$ cat src/rtl/vsd_pkg.sv
package vsd_pkg;

  typedef enum logic [1:0] {
    PM_KERNEL     = 2'b00,
    PM_SUPER      = 2'b01,
    PM_USER       = 2'b10,
    PM_KERNEL_ALT = 2'b11
  } priv_mode_e;

  typedef enum logic [2:0] {
    SEG_USER     = 3'd0,
    SEG_KDIRECT  = 3'd1,
    SEG_KNOCACHE = 3'd2,
    SEG_SUPMAP   = 3'd3,
    SEG_KMAP     = 3'd4
  } seg_e;

  typedef enum logic [1:0] {
    ACT_FAULT  = 2'd0,
    ACT_DIRECT = 2'd1,
    ACT_TLB    = 2'd2
  } act_e;

endpackage

$ cat src/rtl/vsd_seg_classify.sv
module vsd_seg_classify
  import vsd_pkg::*;
#(
  parameter int ADDR_W = 32
) (
  input  logic [ADDR_W-1:0] vaddr,
  output seg_e              seg,
  output logic [ADDR_W-1:0] direct_pa
);
  localparam int TOP      = ADDR_W - 1;
  localparam int SEL_W    = 3;
  localparam int OFFSET_W = ADDR_W - SEL_W;

  logic [SEL_W-1:0] sel;
  assign sel = vaddr[TOP -: SEL_W];

  always_comb begin
    seg       = SEG_USER;
    direct_pa = '0;
    if (!sel[SEL_W-1]) begin
      seg       = SEG_USER;
      direct_pa = vaddr;
    end else begin
      unique case (sel[SEL_W-2:0])
        2'b00: begin
          seg       = SEG_KDIRECT;
          direct_pa = {{SEL_W{1'b0}}, vaddr[OFFSET_W-1:0]};
        end
        2'b01: begin
          seg       = SEG_KNOCACHE;
          direct_pa = {{SEL_W{1'b0}}, vaddr[OFFSET_W-1:0]};
        end
        2'b10:   seg = SEG_SUPMAP;
        default: seg = SEG_KMAP;
      endcase
    end
  end
endmodule

$ cat src/rtl/vsd_priv_check.sv
module vsd_priv_check
  import vsd_pkg::*;
(
  input  seg_e       seg,
  input  logic [1:0] priv_mode,
  input  logic       err_level,
  output act_e       act
);
  logic is_user, is_super, is_kernel;
  assign is_user   = (priv_mode == PM_USER);
  assign is_super  = (priv_mode == PM_SUPER);
  assign is_kernel = !is_user && !is_super;

  always_comb begin
    act = ACT_FAULT;
    unique case (seg)
      SEG_USER:     act = err_level ? ACT_DIRECT : ACT_TLB;
      SEG_KDIRECT,
      SEG_KNOCACHE: act = is_kernel ? ACT_DIRECT : ACT_FAULT;
      SEG_SUPMAP:   act = (is_kernel || is_super) ? ACT_TLB : ACT_FAULT;
      SEG_KMAP:     act = is_kernel ? ACT_TLB : ACT_FAULT;
      default:      act = ACT_FAULT;
    endcase
  end
endmodule

$ cat src/rtl/vsd_out_stage.sv
module vsd_out_stage
  import vsd_pkg::*;
#(
  parameter int ADDR_W = 32
) (
  input  logic              clk,
  input  logic              rst,
  input  act_e              act,
  input  logic [ADDR_W-1:0] direct_pa,
  input  logic              is_write,
  output logic [ADDR_W-1:0] pa_out,
  output logic              tlb_req,
  output logic              addr_err,
  output logic              err_store,
  output logic              rd_ok,
  output logic              wr_ok
);
  always_ff @(posedge clk) begin
    if (rst) begin
      pa_out    <= '0;
      tlb_req   <= 1'b0;
      addr_err  <= 1'b0;
      err_store <= 1'b0;
      rd_ok     <= 1'b0;
      wr_ok     <= 1'b0;
    end else begin
      pa_out    <= (act == ACT_DIRECT) ? direct_pa : '0;
      tlb_req   <= (act == ACT_TLB);
      addr_err  <= (act == ACT_FAULT);
      err_store <= (act == ACT_FAULT) && is_write;
      rd_ok     <= (act == ACT_DIRECT);
      wr_ok     <= (act == ACT_DIRECT);
    end
  end

  // one result at a time, fault clears address and permissions
  assert_one_result_R9: assert property (@(posedge clk) disable iff (rst)
    $onehot0({tlb_req, addr_err, rd_ok}));
  assert_fault_clean_R9: assert property (@(posedge clk) disable iff (rst)
    addr_err |-> (pa_out == '0 && !rd_ok && !wr_ok));
endmodule

$ cat src/rtl/vseg_decoder.sv
module vseg_decoder
  import vsd_pkg::*;
#(
  parameter int ADDR_W = 32
) (
  input  logic              clk,
  input  logic              rst,
  input  logic [ADDR_W-1:0] vaddr,
  input  logic [1:0]        priv_mode,
  input  logic              err_level,
  input  logic              is_write,
  output logic [ADDR_W-1:0] pa_out,
  output logic              tlb_req,
  output logic              addr_err,
  output logic              err_store,
  output logic              rd_ok,
  output logic              wr_ok
);
  localparam int TOP = ADDR_W - 1;

  seg_e              seg;
  act_e              act;
  logic [ADDR_W-1:0] direct_pa;

  vsd_seg_classify #(.ADDR_W(ADDR_W)) u_classify (
    .vaddr     (vaddr),
    .seg       (seg),
    .direct_pa (direct_pa)
  );

  vsd_priv_check u_priv (
    .seg       (seg),
    .priv_mode (priv_mode),
    .err_level (err_level),
    .act       (act)
  );

  vsd_out_stage #(.ADDR_W(ADDR_W)) u_out (
    .clk       (clk),
    .rst       (rst),
    .act       (act),
    .direct_pa (direct_pa),
    .is_write  (is_write),
    .pa_out    (pa_out),
    .tlb_req   (tlb_req),
    .addr_err  (addr_err),
    .err_store (err_store),
    .rd_ok     (rd_ok),
    .wr_ok     (wr_ok)
  );

  // user level above the low half always faults
  assert_user_high_fault_R9: assert property (@(posedge clk) disable iff (rst)
    (!$past(rst) && $past(priv_mode) == PM_USER && $past(vaddr[TOP])) |-> addr_err);

  // kernel access to the direct segments keeps the low offset
  assert_kernel_direct_R5: assert property (@(posedge clk) disable iff (rst)
    (!$past(rst) && ($past(priv_mode) == PM_KERNEL || $past(priv_mode) == PM_KERNEL_ALT)
     && $past(vaddr[TOP -: 2]) == 2'b10)
    |-> (rd_ok && pa_out[TOP -: 3] == 3'b000 && pa_out[TOP-3:0] == $past(vaddr[TOP-3:0])));

  // store flag of a fault follows the previous write flag
  assert_err_store_R10: assert property (@(posedge clk) disable iff (rst)
    (!$past(rst) && addr_err) |-> (err_store == $past(is_write)));
  assert_no_store_flag_R10: assert property (@(posedge clk) disable iff (rst)
    !addr_err |-> !err_store);
endmodule

$ cat config.mk
export PLATFORM = sky130hd
export DESIGN_NAME = vseg_decoder
export DESIGN_NICKNAME = d
export VERILOG_FILES = /design/src/rtl/vsd_pkg.sv /design/src/rtl/vsd_seg_classify.sv /design/src/rtl/vsd_priv_check.sv /design/src/rtl/vsd_out_stage.sv /design/src/rtl/vseg_decoder.sv
export SDC_FILE = /design/constraint.sdc
export NUM_CORES = 1
export LEC_CHECK = 0
export BUFFER_PORTS_ARGS = -buffer_cell sky130_fd_sc_hd__clkbuf_2
export CAP_MARGIN = 20
export CORE_MARGIN = 5
export CORE_UTILIZATION = 40
export CTS_BUF_LIST = sky130_fd_sc_hd__clkbuf_4
export CTS_CLUSTER_DIAMETER = 50
export DETAILED_ROUTE_END_ITERATION = 12
export PLACE_DENSITY = 0.82
export SETUP_SLACK_MARGIN = 0.5
export SYNTH_ARGS = -nofsm -noshare
export SYNTH_HDL_FRONTEND = slang
export SYNTH_SLANG_ARGS = --single-unit
export TNS_END_PERCENT = 10
$ cat constraint.sdc
create_clock -name clk -period 1.85 [get_ports clk]
set_clock_uncertainty 0.2 [all_clocks]
set_input_delay 0.2775 -clock clk [delete_from_list [all_inputs] [get_ports clk]]
set_output_delay 0.2775 -clock clk [all_outputs]
set_load 0.02 [all_outputs]
* Yosys cells after proc, flatten, opt, wreduce, memory -nomap -nowiden *
Cells that the tools add are included.

storage, ports and cells
  flip-flop bits (word level) = 36
  input port bits = 38
  output and inout port bits = 37
  logic and storage cells = 39

cells by class
  eq/ne operators = 10
  muxes and demuxes = 9
  bitwise operators = 2
  reductions and logical operators = 12

operator list
  cell                                                                    number
  31-bit two-way mux                                                      1
  29-bit two-way mux                                                      1
  3-bit case mux with 3 select lines                                      1
  2-bit case mux with 4 select lines                                      1
  2-bit by 1-bit equality test with 1-bit output (second input constant)  3
  2-bit equality test (second input constant)                             3
  3-bit by 2-bit equality test with 1-bit output (second input constant)  2
  2-bit two-way mux                                                       3
  2-bit OR reduction                                                      3
  2-bit zero test                                                         2
  3-bit by 1-bit equality test with 1-bit output (second input constant)  1
  3-bit equality test (second input constant)                             1
  3-bit zero test                                                         1
  3-bit two-way mux                                                       1
  3-bit OR reduction                                                      1
  1-bit logical AND                                                       2
  1-bit zero test                                                         2
  1-bit inverter                                                          2
  1-bit logical OR                                                        1
  1-bit two-way mux                                                       1

* Logic depth before layout (Yosys ltp) *
  word-level depth = 9
  depth in mapped cells = 7
  depth with buffers taken out = 5

* Hierarchy *
A second synthesis with hierarchy kept.

second synthesis, totals
  cell total of the unflattened synthesis = 137
  area total of the unflattened synthesis = 1749.2 um^2

by module, submodules not included
  module            times used  cells each  area an instance (um^2)  sequential area each (um^2)
  vsd_out_stage     1           82          1373.8                   720.7
  vsd_seg_classify  1           45          296.5                    0.0
  vsd_priv_check    1           10          78.8                     0.0

* Worst setup path after synthesis *
No wires, ideal clock.

  kind = input port to flip-flop
  start = input vaddr[30]
  end = register u_out.pa_out[10]
  library setup time = 0.128 ns
  data arrival time = 1.405 ns
  required time = 1.522 ns
  path slack = 0.117 ns
  stages = 6
  path buffers = 1
  cell sequence = inv_1 ha_1 or4b_4 buf_2 nand4b_1 o21ai_0

between the ends
  word-level cells in the longest chain between the ends = 9
  elaborated cells between the ends (all ways) = 18
  classes of those cells = eq/ne (7); mux (5); bitwise (1); reduce/logical (5)

RTL lines
  what                                                                                                                     RTL line                text
  start: declaration                                                                                                       vseg_decoder.sv:8       input logic [ADDR_W-1:0] vaddr,
  2-bit equality test (tied with other cells)                                                                              vsd_seg_classify.sv:24  unique case (sel[SEL_W-2:0])
  3-bit case mux with 3 select lines                                                                                       vsd_seg_classify.sv:24
  3-bit two-way mux                                                                                                        vsd_seg_classify.sv:20  if (!sel[SEL_W-1]) begin
  3-bit by 1-bit equality test with 1-bit output / 3-bit by 2-bit equality test with 1-bit output (equally long branches)  vsd_priv_check.sv:16    unique case (seg)
  2-bit OR reduction                                                                                                       vsd_priv_check.sv:16
  2-bit case mux with 4 select lines                                                                                       vsd_priv_check.sv:16
  2-bit by 1-bit equality test with 1-bit output                                                                           vsd_out_stage.sv:27     pa_out <= (act == ACT_DIRECT) ? direct_pa : '0;
  1-bit inverter (no source line)                                                                                          -
  2-bit OR reduction (no source line)                                                                                      -
  end signal: assignment                                                                                                   vsd_out_stage.sv:27
  end: declaration                                                                                                         vsd_out_stage.sv:11     output logic [ADDR_W-1:0] pa_out,

Several ways; a longest one is shown, not always the timed one.
A chain may end at the register's enable or synchronous reset.

* Worst setup path after layout *
  start = input vaddr[29]
  end = register u_out.pa_out[28]

Same word-level chain as after synthesis.

==> impl_results.md <==
- Status: completed
- Boundary pin count: 75
- Worst-path maximum fanout: 7
- Top post-synthesis cells by count: 35 x dfxtp_1, 30 x nand4b_1, 29 x nand3b_1, 29 x o21ai_0, 10 x clkbuf_1
- Row count: 23
- Post-synth EDFFs: 0
- Post-DR vias/cell: 5.16
- Antenna diodes: 0
- Yosys reg bits: 35
- Peak Freq: 0.676 GHz
- Asr flop ratio synth: 0%
- Mean Syn Cell Area: 9.65 um^2
- Ratio of cells with drive above 1 in the final layout: 43.4%
- Via count of the first global-routing pass: 1545
- Required time worst endpoint: 1920 ps
- Most numerous cell in the Yosys netlist: dfxtp_1
- Port buffer count: 73
- RSZ-0062 raised after global routing: yes
- CTS clk-pin slew, worst paths: 100 ps
- Overall power: 1.59 mW
- Total setup buffers inserted after CTS: 0
- CTS tree: built
- Cell Area, Synth: 0.00159 mm^2
- Sink of the worst hold path: u_out.pa_out[27]$_SDFF_PP0_
- Clock tree root buffer cell: clkbuf_4
- Initial Utilization: 40.4%
- Inserted Clock Buffers: 5
- Cells after Synth: 165
- Die X: 73.1 um
- Setup ws final: 372 ps
- Max clock buf depth: 2
- Antenna violations before repair: 0
- Drt wl/cell: 15.4 um
- Final core utilization: 63.6%
- WHS: 20.0 ps
- Slowest CP cell: ha_4
- CP Cell Sequence: clkbuf_16 > inv_12 > ha_4 > buf_6 > xnor2_4 > o211ai_1 > buf_4 > o21ai_1
- Overflow after GRT: 0
- Final worst path period share: 79.9%
- Iter 0 DRT Violations: 142
- Netlist cell types: 25
- Nets: 308
- Synthesized Nets: 207
- DIE HEIGHT: 73.1 um
- Via Count: 1637
- CP Data Arrival Time: 1550 ps
- GPL Wtd Cong: 0.742
- Tmin final: 1480 ps
- CP startpoint kind: input port
- Area growth syn-to-layout: 57.3%
- Leak: 1.05 nW
- Final Max Tran Viols: 0
- WHS Path Cells: 3
- Most used DFF post-synth: dfxtp_1
- Synth top area cells: dfxtp_1 44%, nand4b_1 16%, nand3b_1 14%
- Maxcap violations: 0
- Sequential fraction of the synthesis area: 44.0%
- Fin. Hold Viols: 0
- Core Footprint: 0.00394 mm^2
- Worst vdd ir: 0.000272 V
- Die area: 0.00534 mm^2
- Post-route antenna net violation count: 0
- Final WL: 4870 um
- DP HPWL: 2690 um
- CTS Sinks: 35
- Endpoints failing setup: 0
- Largest net degree at the start of global routing: 65
- GRT Resource Usage Total: 18.2%
- First-pass GRT wire length: 7530 um
- Yosys warns: 0
- DRT Pass-1 Iters: 4
- Fill cell count: 350
- CP Class: input port to register
- Synth top area share: 44.0%
- Hold Path Class: input port to register
- Worst slack, placed: -156 ps
- H-tree levels: 2
- Min-delay src: vaddr[27]
- Pwr/cell area: 633 mW/mm^2
- CP max stage delay: 250 ps
- Cell taking the most area after synthesis: dfxtp_1
- Drt drc: 0
- Crit path capture type: register
## worst max path at each step
| stage | end | from | cells after the start | slack [ps] |
|---|---|---|---|---|
| 2_1_floorplan | u_out.tlb_req$_SDFF_PP0_ | vaddr[29] | 6 | 200 |
| 3_3_place_gp | u_out.pa_out[4]$_SDFF_PP0_ | vaddr[29] | 6 | -110 |
| 3_5_place_dp | u_out.pa_out[16]$_SDFF_PP0_ | vaddr[29] | 6 | -160 |
| 4_1_cts | u_out.pa_out[20]$_SDFF_PP0_ | vaddr[29] | 8 | 380 |
| 5_1_grt | u_out.pa_out[23]$_SDFF_PP0_ | vaddr[29] | 8 | 360 |
| 6_report | u_out.pa_out[28]$_SDFF_PP0_ | vaddr[29] | 8 | 370 |
## critical path: cells and delay by family
family	cells	cell delay (ps)
XOR/XNOR	1	150
adder cells (fa/ha/maj)	1	250
AO/OA/AOI/OAI	2	350
buffers and inverters	4	520
## registers in the layout (all words and copies together) (netlist names)
signal / cells
u_out.tlb_req: 1
u_out.rd_ok: 1
u_out.addr_err: 1
u_out.pa_out: 31
u_out.err_store: 1
## power breakdown
part	internal (mW)	total (mW)	switching, mW
registers	0.783	0.791	0.00780
clock network	0.156	0.406	0.250
logic	0.189	0.391	0.202
total	1.13	1.59	0.460
## layout by cell type (no fill, tap or decap)
cell type / n
buf_4: 11
xnor2_4: 1
inv_8: 1
and3b_1: 1
buf_6: 2
ha_1: 1
nand3b_1: 29
or4b_4: 4
conb_1: 1
nor4b_1: 1
o21ai_2: 11
dlygate4sd3_1: 25
clkbuf_16: 1
ha_2: 2
nor2_1: 1
inv_1: 1
nand4b_1: 30
clkbuf_8: 1
and2_1: 1
a31oi_1: 1
o21ai_0: 2
nor2b_2: 2
nand3_2: 1
o21ai_1: 16
o211ai_1: 1
dfxtp_1: 35
nor3_1: 1
inv_12: 1
ha_4: 1
clkbuf_2: 71
nor3b_1: 2
clkinv_1: 2
clkbuf_4: 6
## routing by layer
| metal | vias up | wire length, um | GRT usage [%] |
|---|---|---|---|
| li1 | 817 | - | - |
| met1 | 753 | 1960 | 21.8 |
| met2 | 61 | 2510 | 31.4 |
| met3 | 6 | 348 | 4.82 |
| met4 | 0 | 48 | 5.74 |
| met5 | - | 0 | 0 |
## cell type report
cell class,instances,area (um^2),area share [%]
multi-input cells,110,910,36.3
repair buffers,111,749,29.9
flip-flops and latches,35,701,28.0
well taps,50,62.6,2.50
clock buffers,6,45.0,1.80
inverters,3,31.3,1.25
clock inverters,2,7.51,0.300
## metrics by stage
stage / area (um^2) / TNS (ps) / instances
2_1_floorplan: 1640 / 0 / 165
3_3_place_gp: 2040 / -3060 / 279
3_5_place_dp: 2040 / -3900 / 279
4_1_cts: 2460 / 0 / 315
5_1_grt: 2510 / 0 / 317
6_report: 2510 / 0 / 317
## logic make-up after synthesis
group	Yosys count	share of synthesized area (%)
AO/OA/AOI/OAI	31	9.98
adder cells (fa/ha/maj)	4	3.14
XOR/XNOR	1	0.550
buffers and inverters	23	6.68
AND/OR/NAND/NOR	70	35.4
flip-flops	35	44.0
other	1	0.235
## timing repair
item | CTS | global route
hold buffers | 23 | 2
pin swaps | 8 | 2
cloned | 5 | 0
hold endpoints to repair | 23 | 2
setup endpoints to repair | 32 | 47
resized for setup | 39 | 16
No activity file was read; power rests on OpenSTA's default activity.
